## src/rtl/i2c_vack_pkg.sv

```systemverilog
// Shared types for the validated-acknowledge I2C write slave.
// Assumes: one receive engine per slave; states are encoded compactly.
package i2c_vack_pkg;

    // Receive engine state.
    typedef enum logic [2:0] {
        ST_IDLE     = 3'd0,  // wait for START
        ST_ADDR     = 3'd1,  // shifting address + direction
        ST_ADDR_ACK = 3'd2,  // ninth clock of the address byte
        ST_DATA     = 3'd3,  // shifting a data byte
        ST_DATA_ACK = 3'd4,  // ninth clock of a data byte
        ST_SKIP     = 3'd5   // refused: ignore bits until START/STOP
    } rx_state_t;

endpackage

```

## src/rtl/vack_sync.sv

```systemverilog
// Multi-stage synchroniser for a group of asynchronous lines.
// Assumes: lines idle high, so every stage resets to 1.
module vack_sync #(
    parameter int W      = 2,
    parameter int STAGES = 2
) (
    input  logic         clk,
    input  logic         rst_n,
    input  logic [W-1:0] din,
    output logic [W-1:0] dout
);

    logic [STAGES-1:0][W-1:0] pipe;

    // Shift the raw lines through the flop chain.
    always_ff @(posedge clk) begin
        if (!rst_n) begin
            pipe <= '1;
        end else begin
            pipe[0] <= din;
            for (int i = 1; i < STAGES; i++) begin
                pipe[i] <= pipe[i-1];
            end
        end
    end

    assign dout = pipe[STAGES-1];

endmodule

```

## src/rtl/vack_bus_events.sv

```systemverilog
// Edge and bus-condition detector on the synchronised SCL/SDA.
// Assumes: inputs are already synchronised; previous values reset to idle-high.
module vack_bus_events (
    input  logic clk,
    input  logic rst_n,
    input  logic scl_s,
    input  logic sda_s,
    output logic scl_rise,
    output logic scl_fall,
    output logic start_det,
    output logic stop_det
);

    logic scl_q;
    logic sda_q;

    // Hold the previous sample of both lines.
    always_ff @(posedge clk) begin
        if (!rst_n) begin
            scl_q <= 1'b1;
            sda_q <= 1'b1;
        end else begin
            scl_q <= scl_s;
            sda_q <= sda_s;
        end
    end

    // Compare the current sample with the previous one.
    always_comb begin
        scl_rise  = scl_s & ~scl_q;
        scl_fall  = ~scl_s & scl_q;
        start_det = scl_s & scl_q & sda_q & ~sda_s;
        stop_det  = scl_s & scl_q & ~sda_q & sda_s;
    end

    assert_no_scl_edge_on_cond_R1: assert property (@(posedge clk) disable iff (!rst_n)
        (start_det || stop_det) |-> !(scl_rise || scl_fall));

endmodule

```

## src/rtl/vack_verdict_latch.sv

```systemverilog
// Captures the first accept/reject verdict given while the byte window is open.
// Assumes: window_open is high from the ready strobe until the deciding SCL fall.
// A verdict arriving on the deciding cycle itself still counts.
module vack_verdict_latch (
    input  logic clk,
    input  logic rst_n,
    input  logic window_open,
    input  logic verdict_valid,
    input  logic verdict_accept,
    output logic ack_now
);

    logic seen;
    logic accepted;

    // Record the first verdict in the window; clear when the window shuts.
    always_ff @(posedge clk) begin
        if (!rst_n) begin
            seen     <= 1'b0;
            accepted <= 1'b0;
        end else if (!window_open) begin
            seen     <= 1'b0;
            accepted <= 1'b0;
        end else if (verdict_valid && !seen) begin
            seen     <= 1'b1;
            accepted <= verdict_accept;
        end
    end

    // Decision offered to the engine: the held verdict, else a same-cycle one.
    always_comb begin
        if (seen) begin
            ack_now = accepted;
        end else begin
            ack_now = window_open & verdict_valid & verdict_accept;
        end
    end

    assert_first_verdict_wins_R5: assert property (@(posedge clk) disable iff (!rst_n)
        (seen && window_open) |=> (!seen || accepted == $past(accepted)));

    assert_no_verdict_no_ack_R7: assert property (@(posedge clk) disable iff (!rst_n)
        (!seen && !verdict_valid) |-> !ack_now);

endmodule

```

## src/rtl/vack_rx_engine.sv

```systemverilog
// Receive state machine: address match, byte shifting, acknowledge drive.
// Assumes: event inputs come from the synchronised lines; START/STOP outrank
// everything; the acknowledge is set on the SCL fall after bit 8 and released
// on the SCL fall that ends the ninth clock.
module vack_rx_engine
    import i2c_vack_pkg::*;
#(
    parameter int BYTE_W = 8
) (
    input  logic              clk,
    input  logic              rst_n,
    input  logic              sda_s,
    input  logic              scl_rise,
    input  logic              scl_fall,
    input  logic              start_det,
    input  logic              stop_det,
    input  logic [BYTE_W-2:0] own_addr,
    input  logic              ack_now,
    output logic              window_open,
    output logic              sda_oe,
    output logic [BYTE_W-1:0] rx_data,
    output logic              rx_ready
);

    localparam int                ADDR_W = BYTE_W - 1;
    localparam int                CNT_W  = $clog2(BYTE_W + 1);
    localparam logic [CNT_W-1:0]  LAST   = CNT_W'(BYTE_W);
    localparam logic [CNT_W-1:0]  PENULT = CNT_W'(BYTE_W - 1);

    rx_state_t         state;
    logic [CNT_W-1:0]  bitcnt;
    logic [BYTE_W-1:0] shreg;
    logic              ack_given;
    logic              addr_ok;
    logic [BYTE_W-1:0] next_shreg;

    // Address match: upper bits equal own address and direction is write.
    always_comb begin
        addr_ok    = (shreg[BYTE_W-1:1] == own_addr[ADDR_W-1:0]) && !shreg[0];
        next_shreg = {shreg[BYTE_W-2:0], sda_s};
    end

    // Verdict window: full data byte held, waiting for the deciding SCL fall.
    assign window_open = (state == ST_DATA) && (bitcnt == LAST);

    // Main sequencer for bits, acknowledge and bus conditions.
    always_ff @(posedge clk) begin
        if (!rst_n) begin
            state     <= ST_IDLE;
            bitcnt    <= '0;
            shreg     <= '0;
            ack_given <= 1'b0;
            sda_oe    <= 1'b0;
            rx_data   <= '0;
            rx_ready  <= 1'b0;
        end else begin
            rx_ready <= 1'b0;
            if (start_det) begin
                state  <= ST_ADDR;
                bitcnt <= '0;
                sda_oe <= 1'b0;
            end else if (stop_det) begin
                state  <= ST_IDLE;
                bitcnt <= '0;
                sda_oe <= 1'b0;
            end else begin
                case (state)
                    ST_ADDR, ST_DATA: begin
                        if (scl_rise && bitcnt != LAST) begin
                            shreg  <= next_shreg;
                            bitcnt <= bitcnt + 1'b1;
                            if (state == ST_DATA && bitcnt == PENULT) begin
                                rx_ready <= 1'b1;
                                rx_data  <= next_shreg;
                            end
                        end else if (scl_fall && bitcnt == LAST) begin
                            if (state == ST_ADDR) begin
                                sda_oe    <= addr_ok;
                                ack_given <= addr_ok;
                                state     <= ST_ADDR_ACK;
                            end else begin
                                sda_oe    <= ack_now;
                                ack_given <= ack_now;
                                state     <= ST_DATA_ACK;
                            end
                        end
                    end
                    ST_ADDR_ACK, ST_DATA_ACK: begin
                        if (scl_fall) begin
                            sda_oe <= 1'b0;
                            bitcnt <= '0;
                            state  <= ack_given ? ST_DATA : ST_SKIP;
                        end
                    end
                    default: begin
                        sda_oe <= 1'b0;
                    end
                endcase
            end
        end
    end

    assert_start_restarts_R1: assert property (@(posedge clk) disable iff (!rst_n)
        start_det |=> (state == ST_ADDR && bitcnt == '0 && !sda_oe));

    assert_stop_idles_R1: assert property (@(posedge clk) disable iff (!rst_n)
        (stop_det && !start_det) |=> (state == ST_IDLE && !sda_oe));

    assert_addr_decision_R2: assert property (@(posedge clk) disable iff (!rst_n)
        (state == ST_ADDR && scl_fall && bitcnt == LAST && !start_det && !stop_det)
        |=> (sda_oe == $past(addr_ok)));

    assert_refused_goes_quiet_R3: assert property (@(posedge clk) disable iff (!rst_n)
        (state == ST_ADDR_ACK && !ack_given && scl_fall && !start_det && !stop_det)
        |=> (state == ST_SKIP));

    assert_ready_one_cycle_R4: assert property (@(posedge clk) disable iff (!rst_n)
        rx_ready |=> !rx_ready);

    assert_ready_opens_window_R4: assert property (@(posedge clk) disable iff (!rst_n)
        rx_ready |-> window_open);

    assert_skip_silent_R8: assert property (@(posedge clk) disable iff (!rst_n)
        (state == ST_SKIP) |-> (!sda_oe && !rx_ready));

    assert_oe_only_in_ack_R9: assert property (@(posedge clk) disable iff (!rst_n)
        sda_oe |-> (state == ST_ADDR_ACK || state == ST_DATA_ACK));

    assert_release_after_ninth_R9: assert property (@(posedge clk) disable iff (!rst_n)
        ((state == ST_ADDR_ACK || state == ST_DATA_ACK) && scl_fall) |=> !sda_oe);

endmodule

```

## src/rtl/i2c_vack_slave.sv

```systemverilog
// I2C write-only slave whose data-byte acknowledge follows an external verdict.
// Assumes: no clock stretching, 7-bit addressing, single master; SDA output is
// an open-drain pull-low enable only.
module i2c_vack_slave #(
    parameter int BYTE_W      = 8,
    parameter int SYNC_STAGES = 2
) (
    input  logic              clk,
    input  logic              rst_n,
    input  logic              scl_in,
    input  logic              sda_in,
    input  logic [BYTE_W-2:0] own_addr,
    output logic              sda_oe,
    output logic [BYTE_W-1:0] rx_data,
    output logic              rx_ready,
    input  logic              verdict_valid,
    input  logic              verdict_accept
);

    logic [1:0] lines_s;
    logic       scl_s;
    logic       sda_s;
    logic       scl_rise;
    logic       scl_fall;
    logic       start_det;
    logic       stop_det;
    logic       window_open;
    logic       ack_now;

    vack_sync #(.W(2), .STAGES(SYNC_STAGES)) u_sync (
        .clk  (clk),
        .rst_n(rst_n),
        .din  ({scl_in, sda_in}),
        .dout (lines_s)
    );

    assign scl_s = lines_s[1];
    assign sda_s = lines_s[0];

    vack_bus_events u_events (
        .clk      (clk),
        .rst_n    (rst_n),
        .scl_s    (scl_s),
        .sda_s    (sda_s),
        .scl_rise (scl_rise),
        .scl_fall (scl_fall),
        .start_det(start_det),
        .stop_det (stop_det)
    );

    vack_verdict_latch u_verdict (
        .clk           (clk),
        .rst_n         (rst_n),
        .window_open   (window_open),
        .verdict_valid (verdict_valid),
        .verdict_accept(verdict_accept),
        .ack_now       (ack_now)
    );

    vack_rx_engine #(.BYTE_W(BYTE_W)) u_engine (
        .clk        (clk),
        .rst_n      (rst_n),
        .sda_s      (sda_s),
        .scl_rise   (scl_rise),
        .scl_fall   (scl_fall),
        .start_det  (start_det),
        .stop_det   (stop_det),
        .own_addr   (own_addr),
        .ack_now    (ack_now),
        .window_open(window_open),
        .sda_oe     (sda_oe),
        .rx_data    (rx_data),
        .rx_ready   (rx_ready)
    );

endmodule

```

## config.mk

```make
export PLATFORM = sky130hd
export DESIGN_NAME = i2c_vack_slave
export DESIGN_NICKNAME = d
export VERILOG_FILES = /design/src/rtl/i2c_vack_pkg.sv /design/src/rtl/vack_sync.sv /design/src/rtl/vack_bus_events.sv /design/src/rtl/vack_verdict_latch.sv /design/src/rtl/vack_rx_engine.sv /design/src/rtl/i2c_vack_slave.sv
export SDC_FILE = /design/constraint.sdc
export NUM_CORES = 1
export LEC_CHECK = 0
export CAP_MARGIN = 10
export CORE_MARGIN = 2
export CORE_UTILIZATION = 55
export CTS_CLUSTER_SIZE = 12
export DETAILED_ROUTE_END_ITERATION = 8
export PLACE_DENSITY_LB_ADDON = 0.05
export SLEW_MARGIN = 20
export SYNTH_ARGS = -nofsm -noshare
export SYNTH_HDL_FRONTEND = slang
export SYNTH_HIERARCHICAL = 1
export SYNTH_SLANG_ARGS = --single-unit
```

## constraint.sdc

```tcl
create_clock -name clk -period 3.95 [get_ports clk]
set_clock_uncertainty 0.05 [all_clocks]
set_input_delay 0.79 -clock clk [delete_from_list [all_inputs] [get_ports clk]]
set_output_delay 0.79 -clock clk [all_outputs]
set_load 0.01 [all_outputs]
```

==> results of run 1 <==
==> cell families (layout without fill, tap and decap cells) <==
kind of cell | Yosys count | in the layout | share of synthesized area, %
AO/OA/AOI/OAI | 34 | 34 | 15.0
XOR/XNOR | 9 | 9 | 4.95
adder cells (fa/ha/maj) | 2 | 2 | 1.57
buffers and inverters | 13 | 33 | 4.63
flip-flops | 34 | 34 | 42.7
multiplexers | 10 | 10 | 6.28
AND/OR/NAND/NOR | 62 | 62 | 24.9
==> critical path: stages (launching register included) <==
cell	delay [ns]
sky130_fd_sc_hd__dfxtp_1	0.37
sky130_fd_sc_hd__inv_1	0.08
sky130_fd_sc_hd__ha_1	0.21
sky130_fd_sc_hd__and3b_1	0.32
sky130_fd_sc_hd__nor4_4	0.74
sky130_fd_sc_hd__a21boi_1	0.34
sky130_fd_sc_hd__a22o_1	0.30
==> worst min-delay path by stage <==
stage,start,end,slack [ns],cells after the start
5_1_grt,u_sync/pipe[0],u_sync/dout[0],0.39,1
2_1_floorplan,u_sync/pipe[0],u_sync/dout[0],0.34,1
6_report,u_sync/pipe[0],u_sync/dout[0],0.37,1
3_3_place_gp,u_sync/pipe[0],u_sync/dout[0],0.35,1
3_5_place_dp,u_sync/pipe[0],u_sync/dout[0],0.35,1
4_1_cts,u_sync/pipe[0],u_sync/dout[0],0.37,1
==> power groups by stage <==
stage	Sequential, mW	Clock (mW)	Combinational, mW
global route	0.347	0.353	0.0361
CTS	0.347	0.342	0.0334
detailed placement	0.355	0	0.0332
global placement	0.355	0	0.0318
finish	0.347	0.333	0.0332
floorplan	0.354	0	0.0176
==> stage by stage <==
stage / setup WS, ns / util (%) / cell area (sq um) / hold slack, ns
3_3_place_gp: 1.46 / 64.9 / 1790 / 0.351
6_report: 1.45 / 69.0 / 1900 / 0.367
2_1_floorplan: 2.19 / - / 1590 / 0.336
4_1_cts: 1.46 / 69.0 / 1900 / 0.373
3_5_place_dp: 1.36 / 64.9 / 1790 / 0.346
5_1_grt: 1.29 / 69.0 / 1900 / 0.391
==> registers in the layout, indices dropped and copies added, names as in the netlist <==
register / count
u_events/scl_q: 1
u_engine/shreg: 8
u_events/sda_q: 1
u_verdict/seen: 1
u_engine/state: 3
u_engine/rx_ready: 1
u_verdict/accepted: 1
u_engine/bitcnt: 4
u_engine/sda_oe: 1
u_engine/ack_given: 1
u_sync/pipe: 2
u_sync/dout: 2
u_engine/rx_data: 8
==> layout make-up <==
type / count / area (sq um)
well taps: 31 / 38.8
repair buffers: 22 / 220
clock inverters: 2 / 60.1
inverters: 3 / 11.3
multi-input cells: 117 / 840
clock buffers: 6 / 51.3
fillers: 242 / 856
flip-flops and latches: 34 / 681
==> layout by cell type (no fill, tap or decap), drive strengths merged, types with 3 or more instances in the layout <==
| master | synthesis | layout |
|---|---|---|
| dfxtp | 34 | 34 |
| clkdlybuf4s50 | 0 | 22 |
| nor2b | 14 | 14 |
| mux2i | 10 | 10 |
| a21oi | 9 | 9 |
| nand2b | 8 | 8 |
| nor2 | 8 | 8 |
| a22o | 7 | 7 |
| nand2 | 6 | 6 |
| xor2 | 6 | 6 |
| o21ai | 6 | 6 |
| clkbuf | 4 | 6 |
| nand3 | 4 | 4 |
| nor4 | 4 | 4 |
| inv | 3 | 3 |
| nor3b | 3 | 3 |
| xnor2 | 3 | 3 |
==> per-layer routing <==
layer	global-route usage, %	part of all wire [%]	vias to the layer above
li1	-	-	623
met1	27.7	47	589
met2	34.4	46	27
met3	5.13	4.1	7
met4	11.0	2.3	0
met5	0	0	-
==> impl_results.rst, run 1 <==
.. list-table::
   :header-rows: 1

   * - Metric
     - Value
   * - Critical Path AT
     - 2.71 ns
   * - Critical path origin
     - u_engine/bitcnt[0]
   * - Net count reported at finish
     - 198
   * - Number of enable flip-flop cells after synthesis
     - 0
   * - Unique cell type count in the Yosys netlist
     - 43
   * - Maximum buffer depth of the clock tree
     - 2
   * - IO Count
     - 23
   * - Proportion of total power due to net switching
     - 19.0%
   * - Total internal power
     - 0.578 mW
   * - Clock Sinks
     - 34
   * - Net count after synthesis
     - 179
   * - GPL Wtd Cong
     - 0.836
   * - HPWL after DPL
     - 2280 microns
   * - Worst Path Class, Setup
     - reg -> reg
   * - Count of buffers from port buffering
     - 22
   * - Clk pwr share
     - 46.7%
   * - Sequential cell area fraction in the yosys report
     - 42.7%
   * - Combinational cell fraction of total power
     - 4.7%
   * - Summed negative setup slack over all endpoints
     - 0 ns
   * - RR Endpoint
     - u_engine/rx_data[3]
   * - Clock slew seen by the registers of the worst setup and hold paths
     - 0.11 ns
   * - DRC Markers
     - 0
   * - Number of placed cells counting well taps
     - 207
   * - Number of rows in the core area
     - 19
   * - Count of pins over their slew limit
     - 0
   * - Hold Violations, Final
     - 0
   * - H-tree depth reported by CTS
     - 2
   * - Worst max-slew margin expressed relative to the limit
     - 44.4%
   * - Fraction of synthesis flops using an asynchronous set or reset pin
     - 0%
   * - Max VDD drop
     - 0.387 mV
   * - DRT iter0 DRCs
     - 44
   * - Synthesized instance count
     - 164
   * - Hold-fix buffers at CTS
     - 0
   * - Worst reg2reg path depth
     - 6
   * - Number of vias per cell
     - 5.80
   * - Cells taking the most area after synthesis
     - sky130_fd_sc_hd__dfxtp_1, sky130_fd_sc_hd__mux2i_1, sky130_fd_sc_hd__nor2b_1, sky130_fd_sc_hd__a22o_1, sky130_fd_sc_hd__xor2_1
   * - Count of final setup violators
     - 0
   * - Area share of the largest cell type after synthesis
     - 42.7%
   * - Required time reported for the critical path endpoint
     - 4.16 ns
   * - Net switching power
     - 0.135 mW
   * - Largest net degree at the start of global routing
     - 24
   * - Netlist area before placement
     - 0.00159 sq mm
   * - Clock period minus worst slack
     - 2.50 ns
   * - Average wire length per cell after detail routing
     - 14.8 microns
   * - Die outline area
     - 0.00334 sq mm
   * - Transition time of the tightest slew-check pin
     - 0.827 ns
   * - Most frequently used flop master after synthesis
     - sky130_fd_sc_hd__dfxtp_1
   * - Clock tree root driver cell
     - sky130_fd_sc_hd__clkbuf_4
   * - Most frequently used cell type in the post-synthesis netlist
     - sky130_fd_sc_hd__dfxtp_1
   * - Mean cell area of the mapped netlist
     - 9.72 sq um
   * - Cts bufs inserted
     - 5
   * - # diodes
     - 0
   * - Via count of the first global-routing pass
     - 1183
   * - Setup crit end
     - u_engine/rx_data[3]
   * - Synthesized flop and latch total
     - 34
   * - Clock latency of the later-clocked register in the worst-skew pair
     - 0.35 ns
   * - Die Span Y
     - 57.8 microns
   * - Final Routed Wirelength
     - 3190 microns
   * - Power Density
     - 375 mW/mm^2
   * - Period utilization
     - 63.3%
   * - Fraction of layout cells with a size suffix above 1
     - 6.52%
   * - Leading area contributor after synthesis
     - sky130_fd_sc_hd__dfxtp_1
   * - Wire length of the first global-routing pass
     - 5440 microns
   * - First-pass iteration count of the detailed router
     - 4
   * - Number of gates given a new drive strength after cts
     - 0
   * - Run status
     - complete, no violations
   * - Overall via count from detail_route
     - 1246
   * - Sequential group share of total power
     - 48.7%
   * - Die width
     - 57.8 microns
   * - CP Max Fanout
     - 11
   * - Final standard cell count with taps included and fillers excluded
     - 215
   * - Setup repair after global routing missed its margin
     - no
   * - Worst hold path class
     - reg -> reg
   * - Number of warnings printed during yosys synthesis
     - 6
   * - Area grow syn2layout
     - 19.3%
   * - Antenna violations before repair
     - 0
   * - Startpoint type of the worst setup path
     - flip-flop
   * - Reg-to-Reg Start
     - u_engine/bitcnt[0]
   * - Reg-to-reg setup timing slack
     - 1.45 ns
   * - Top cells by instance count after synthesis
     - sky130_fd_sc_hd__dfxtp_1, sky130_fd_sc_hd__nor2b_1, sky130_fd_sc_hd__mux2i_1
   * - Effective utilization at floorplan
     - 57.8%
   * - Max_cap viols
     - 0
   * - Gr usage total
     - 21.7%
   * - Total power after layout
     - 0.713 mW
   * - CTS tree
     - yes
   * - Type of element capturing the critical path
     - flip-flop
   * - Setup Buffers After CTS
     - 0
   * - Final antenna-violating net count
     - 0
   * - Congestion Overflow GR
     - 0
   * - Standby leakage power
     - 0.711 nW
   * - Fmax
     - 400 MHz
   * - Placeable core region
     - 0.00276 sq mm
Power figures use the tool's default switching activity.
==> run 2: changes to the inputs <==
CORE_UTILIZATION = 53   (was 55)
clock period = 2.3 ns   (was 3.95 ns; I/O delays follow)
==> run 2 against run 1 <==
The flow now finishes with violations (design-rule violations). Worst setup slack got worse by 1.2 ns. Final area is 0.13% lower. Flip-flop and latch count stayed put. Total power increased by 41%. Global-route usage shrank 1.3 points. Clock power grew 5%. Combinational power rose by 85%. Critical endpoint is now u_engine/sda_oe.
==> impl_results.rst, run 2 (synthesized netlist as in run 1, its figures left out) <==
.. list-table::
   :header-rows: 1

   * - Metric
     - Value
   * - Run status
     - finished with violations (was complete, no violations)
   * - Violated checks
     - design-rule violations
   * - Count of pins over their slew limit
     - 0 (unchanged)
   * - Total internal power
     - 0.774 mW (was 0.578 mW)
   * - Sequential group share of total power
     - 59.2% (was 48.7%)
   * - Via count of the first global-routing pass
     - 1208 (was 1183)
   * - Congestion Overflow GR
     - 0 (unchanged)
   * - # diodes
     - 0 (unchanged)
   * - Area grow syn2layout
     - 19.2% (was 19.3%)
   * - Placeable core region
     - 0.00281 sq mm (was 0.00276 sq mm)
   * - IO Count
     - 23 (unchanged)
   * - Count of final setup violators
     - 0 (unchanged)
   * - Average wire length per cell after detail routing
     - 14.1 microns (was 14.8 microns)
   * - Wire length of the first global-routing pass
     - 5320 microns (was 5440 microns)
   * - Post-route core utilization
     - 67.7% (was 69.0%)
   * - Count of buffers from port buffering
     - 22 (unchanged)
   * - Number of vias per cell
     - 5.70 (was 5.80)
   * - Combinational cell fraction of total power
     - 6.1% (was 4.7%)
   * - H-tree depth reported by CTS
     - 2 (unchanged)
   * - Largest registers
     - u_engine/rx_data: 8 flops, u_engine/shreg: 8 flops, u_engine/bitcnt: 4 flops (unchanged)
   * - Final antenna-violating net count
     - 0 (unchanged)
   * - Clk pwr share
     - 34.7% (was 46.7%)
   * - Proportion of total power due to net switching
     - 23.1% (was 19.0%)
   * - Standby leakage power
     - 0.718 nW (was 0.711 nW)
   * - GPL Wtd Cong
     - 0.774 (was 0.836)
   * - HPWL after DPL
     - 2280 microns (about the same)
   * - Fraction of layout cells with a size suffix above 1
     - 9.47% (was 6.52%)
   * - Most common library cell in the layout ignoring fill and taps
     - sky130_fd_sc_hd__dfxtp_1 (unchanged)
   * - Clock slew seen by the registers of the worst setup and hold paths
     - 0.11 ns (about the same)
   * - DRT iter0 DRCs
     - 67 (was 44)
   * - CTS tree
     - yes (unchanged)
   * - Clock period minus worst slack
     - 2.07 ns (was 2.50 ns)
   * - Clock latency of the later-clocked register in the worst-skew pair
     - 0.34 ns (was 0.35 ns)
   * - First-pass iteration count of the detailed router
     - 6 (was 4)
   * - Setup Buffers After CTS
     - 0 (unchanged)
   * - Transition time of the tightest slew-check pin
     - 0.482 ns (was 0.827 ns)
   * - Startpoint type of the worst setup path
     - flip-flop (unchanged)
   * - Origin of the worst min-delay path
     - u_sync/pipe[1] (was u_sync/pipe[0])
   * - Max_cap viols
     - 0 (unchanged)
   * - Setup repair after global routing missed its margin
     - no (unchanged)
   * - Worst max-slew margin expressed relative to the limit
     - 67.6% (was 44.4%)
   * - Critical path origin
     - u_engine/bitcnt[0] (unchanged)
   * - Fill count
     - 250 (was 242)
   * - Worst Path Class, Setup
     - reg -> reg (unchanged)
   * - Die width
     - 58.8 microns (was 57.8 microns)
   * - Type of element capturing the critical path
     - flip-flop (unchanged)
   * - Most frequent cells in the layout
     - sky130_fd_sc_hd__dfxtp_1, sky130_fd_sc_hd__clkdlybuf4s50_1, sky130_fd_sc_hd__nor2b_1 (unchanged)
   * - Cts bufs inserted
     - 5 (unchanged)
   * - Clock Sinks
     - 34 (unchanged)
   * - Clock tree root driver cell
     - sky130_fd_sc_hd__clkbuf_4 (unchanged)
   * - Final Routed Wirelength
     - 3130 microns (was 3190 microns)
   * - Die Span Y
     - 58.8 microns (was 57.8 microns)
   * - Hold Violations, Final
     - 0 (unchanged)
   * - Net switching power
     - 0.232 mW (was 0.135 mW)
   * - Effective utilization at floorplan
     - 56.8% (was 57.8%)
   * - Post-placement cell area
     - 0.00184 sq mm (was 0.00179 sq mm)
   * - Number of gates given a new drive strength after cts
     - 0 (unchanged)
   * - CP Max Fanout
     - 9 (was 11)
   * - Die outline area
     - 0.00346 sq mm (was 0.00334 sq mm)
   * - Net count reported at finish
     - 204 (was 198)
   * - Worst hold path class
     - reg -> reg (unchanged)
   * - Max VDD drop
     - 0.448 mV (was 0.387 mV)
   * - Overall via count from detail_route
     - 1260 (was 1246)
   * - Number of rows in the core area
     - 19 (unchanged)
   * - Power Density
     - 530 mW/mm^2 (was 375 mW/mm^2)
   * - Summed negative setup slack over all endpoints
     - 0 ns (unchanged)
   * - Period utilization
     - 90.1% (was 63.3%)
   * - Maximum buffer depth of the clock tree
     - 2 (unchanged)
   * - WHS
     - 0.369 ns (was 0.367 ns)
   * - DRC Markers
     - 1 (was 0)
   * - Largest net degree at the start of global routing
     - 14 (was 24)
   * - Gr usage total
     - 20.4% (was 21.7%)
   * - Total power after layout
     - 1.01 mW (was 0.713 mW)
   * - Fmax
     - 483 MHz (was 400 MHz)
   * - Antenna violations before repair
     - 0 (unchanged)
   * - Reg-to-Reg Start
     - u_engine/bitcnt[0] (unchanged)
   * - Required time reported for the critical path endpoint
     - 2.50 ns (was 4.16 ns)
   * - Critical Path AT
     - 2.27 ns (was 2.71 ns)
   * - Post-route cell area
     - 0.00190 sq mm (about the same)
   * - Hold-fix buffers at CTS
     - 0 (unchanged)
-- run 2: cell count changes in the layout (fill, tap and decap cells not counted), sizes merged --
cell,change
clkinvlp,+1
bufinv,-2
buf,+6
clkinv,+1
-- run 2: worst paths after layout --
path | to | slack, ns | cells after the start
max | u_engine/sda_oe | 0.23 | 9
min | u_sync/dout[1] | 0.37 | 1
max reg2reg | u_engine/sda_oe | 0.23 | 9
min reg2reg | u_sync/dout[1] | 0.37 | 1
-- run 2: cell type report --
type	instances	area, sq um	area share (%)
Clock inverter	2	12.5	0.659
Multi-Input combinational cell	117	840	44.2
Inverter	3	11.3	0.593
Tap cell	31	38.8	2.04
Timing Repair Buffer	28	265	14.0
Sequential cell	34	681	35.8
Clock buffer	6	51.3	2.70
-- run 2: critical path: stages, from the launching register on --
cell and delay (ns):
sky130_fd_sc_hd__dfxtp_1 0.34, sky130_fd_sc_hd__inv_1 0.09, sky130_fd_sc_hd__ha_1 0.17, sky130_fd_sc_hd__and3b_1 0.40, sky130_fd_sc_hd__and3_1 0.24, sky130_fd_sc_hd__nand3_1 0.07, sky130_fd_sc_hd__o21ai_0 0.13, sky130_fd_sc_hd__o21ai_0 0.13
sky130_fd_sc_hd__o32a_1 0.30, sky130_fd_sc_hd__o31ai_1 0.07
-- run 2: power groups by stage --
stage                     combinational [mW]  sequential, mW  clock (mW)
after global placement                0.0594           0.609           0
final                                 0.0613           0.596       0.349
after global routing                  0.0661           0.597       0.386
after CTS                             0.0617           0.596       0.364
after floorplan                       0.0302           0.607           0
after detailed placement              0.0611           0.609           0
-- run 2: through the flow --
stage / std cells / worst slack [ns]
global placement: 213 / 0.345
floorplan: 164 / 0.541
finish: 221 / 0.228
CTS: 221 / 0.216
detailed placement: 213 / 0.247
global route: 221 / 0.0438
-- run 2: layer usage --
layer	global-route usage (%)	routed length (microns)	vias up
li1	-	-	638
met3	6.37	131	6
met2	31.3	1460	27
met5	0	0	-
met1	26.1	1480	589
met4	9.74	55	0
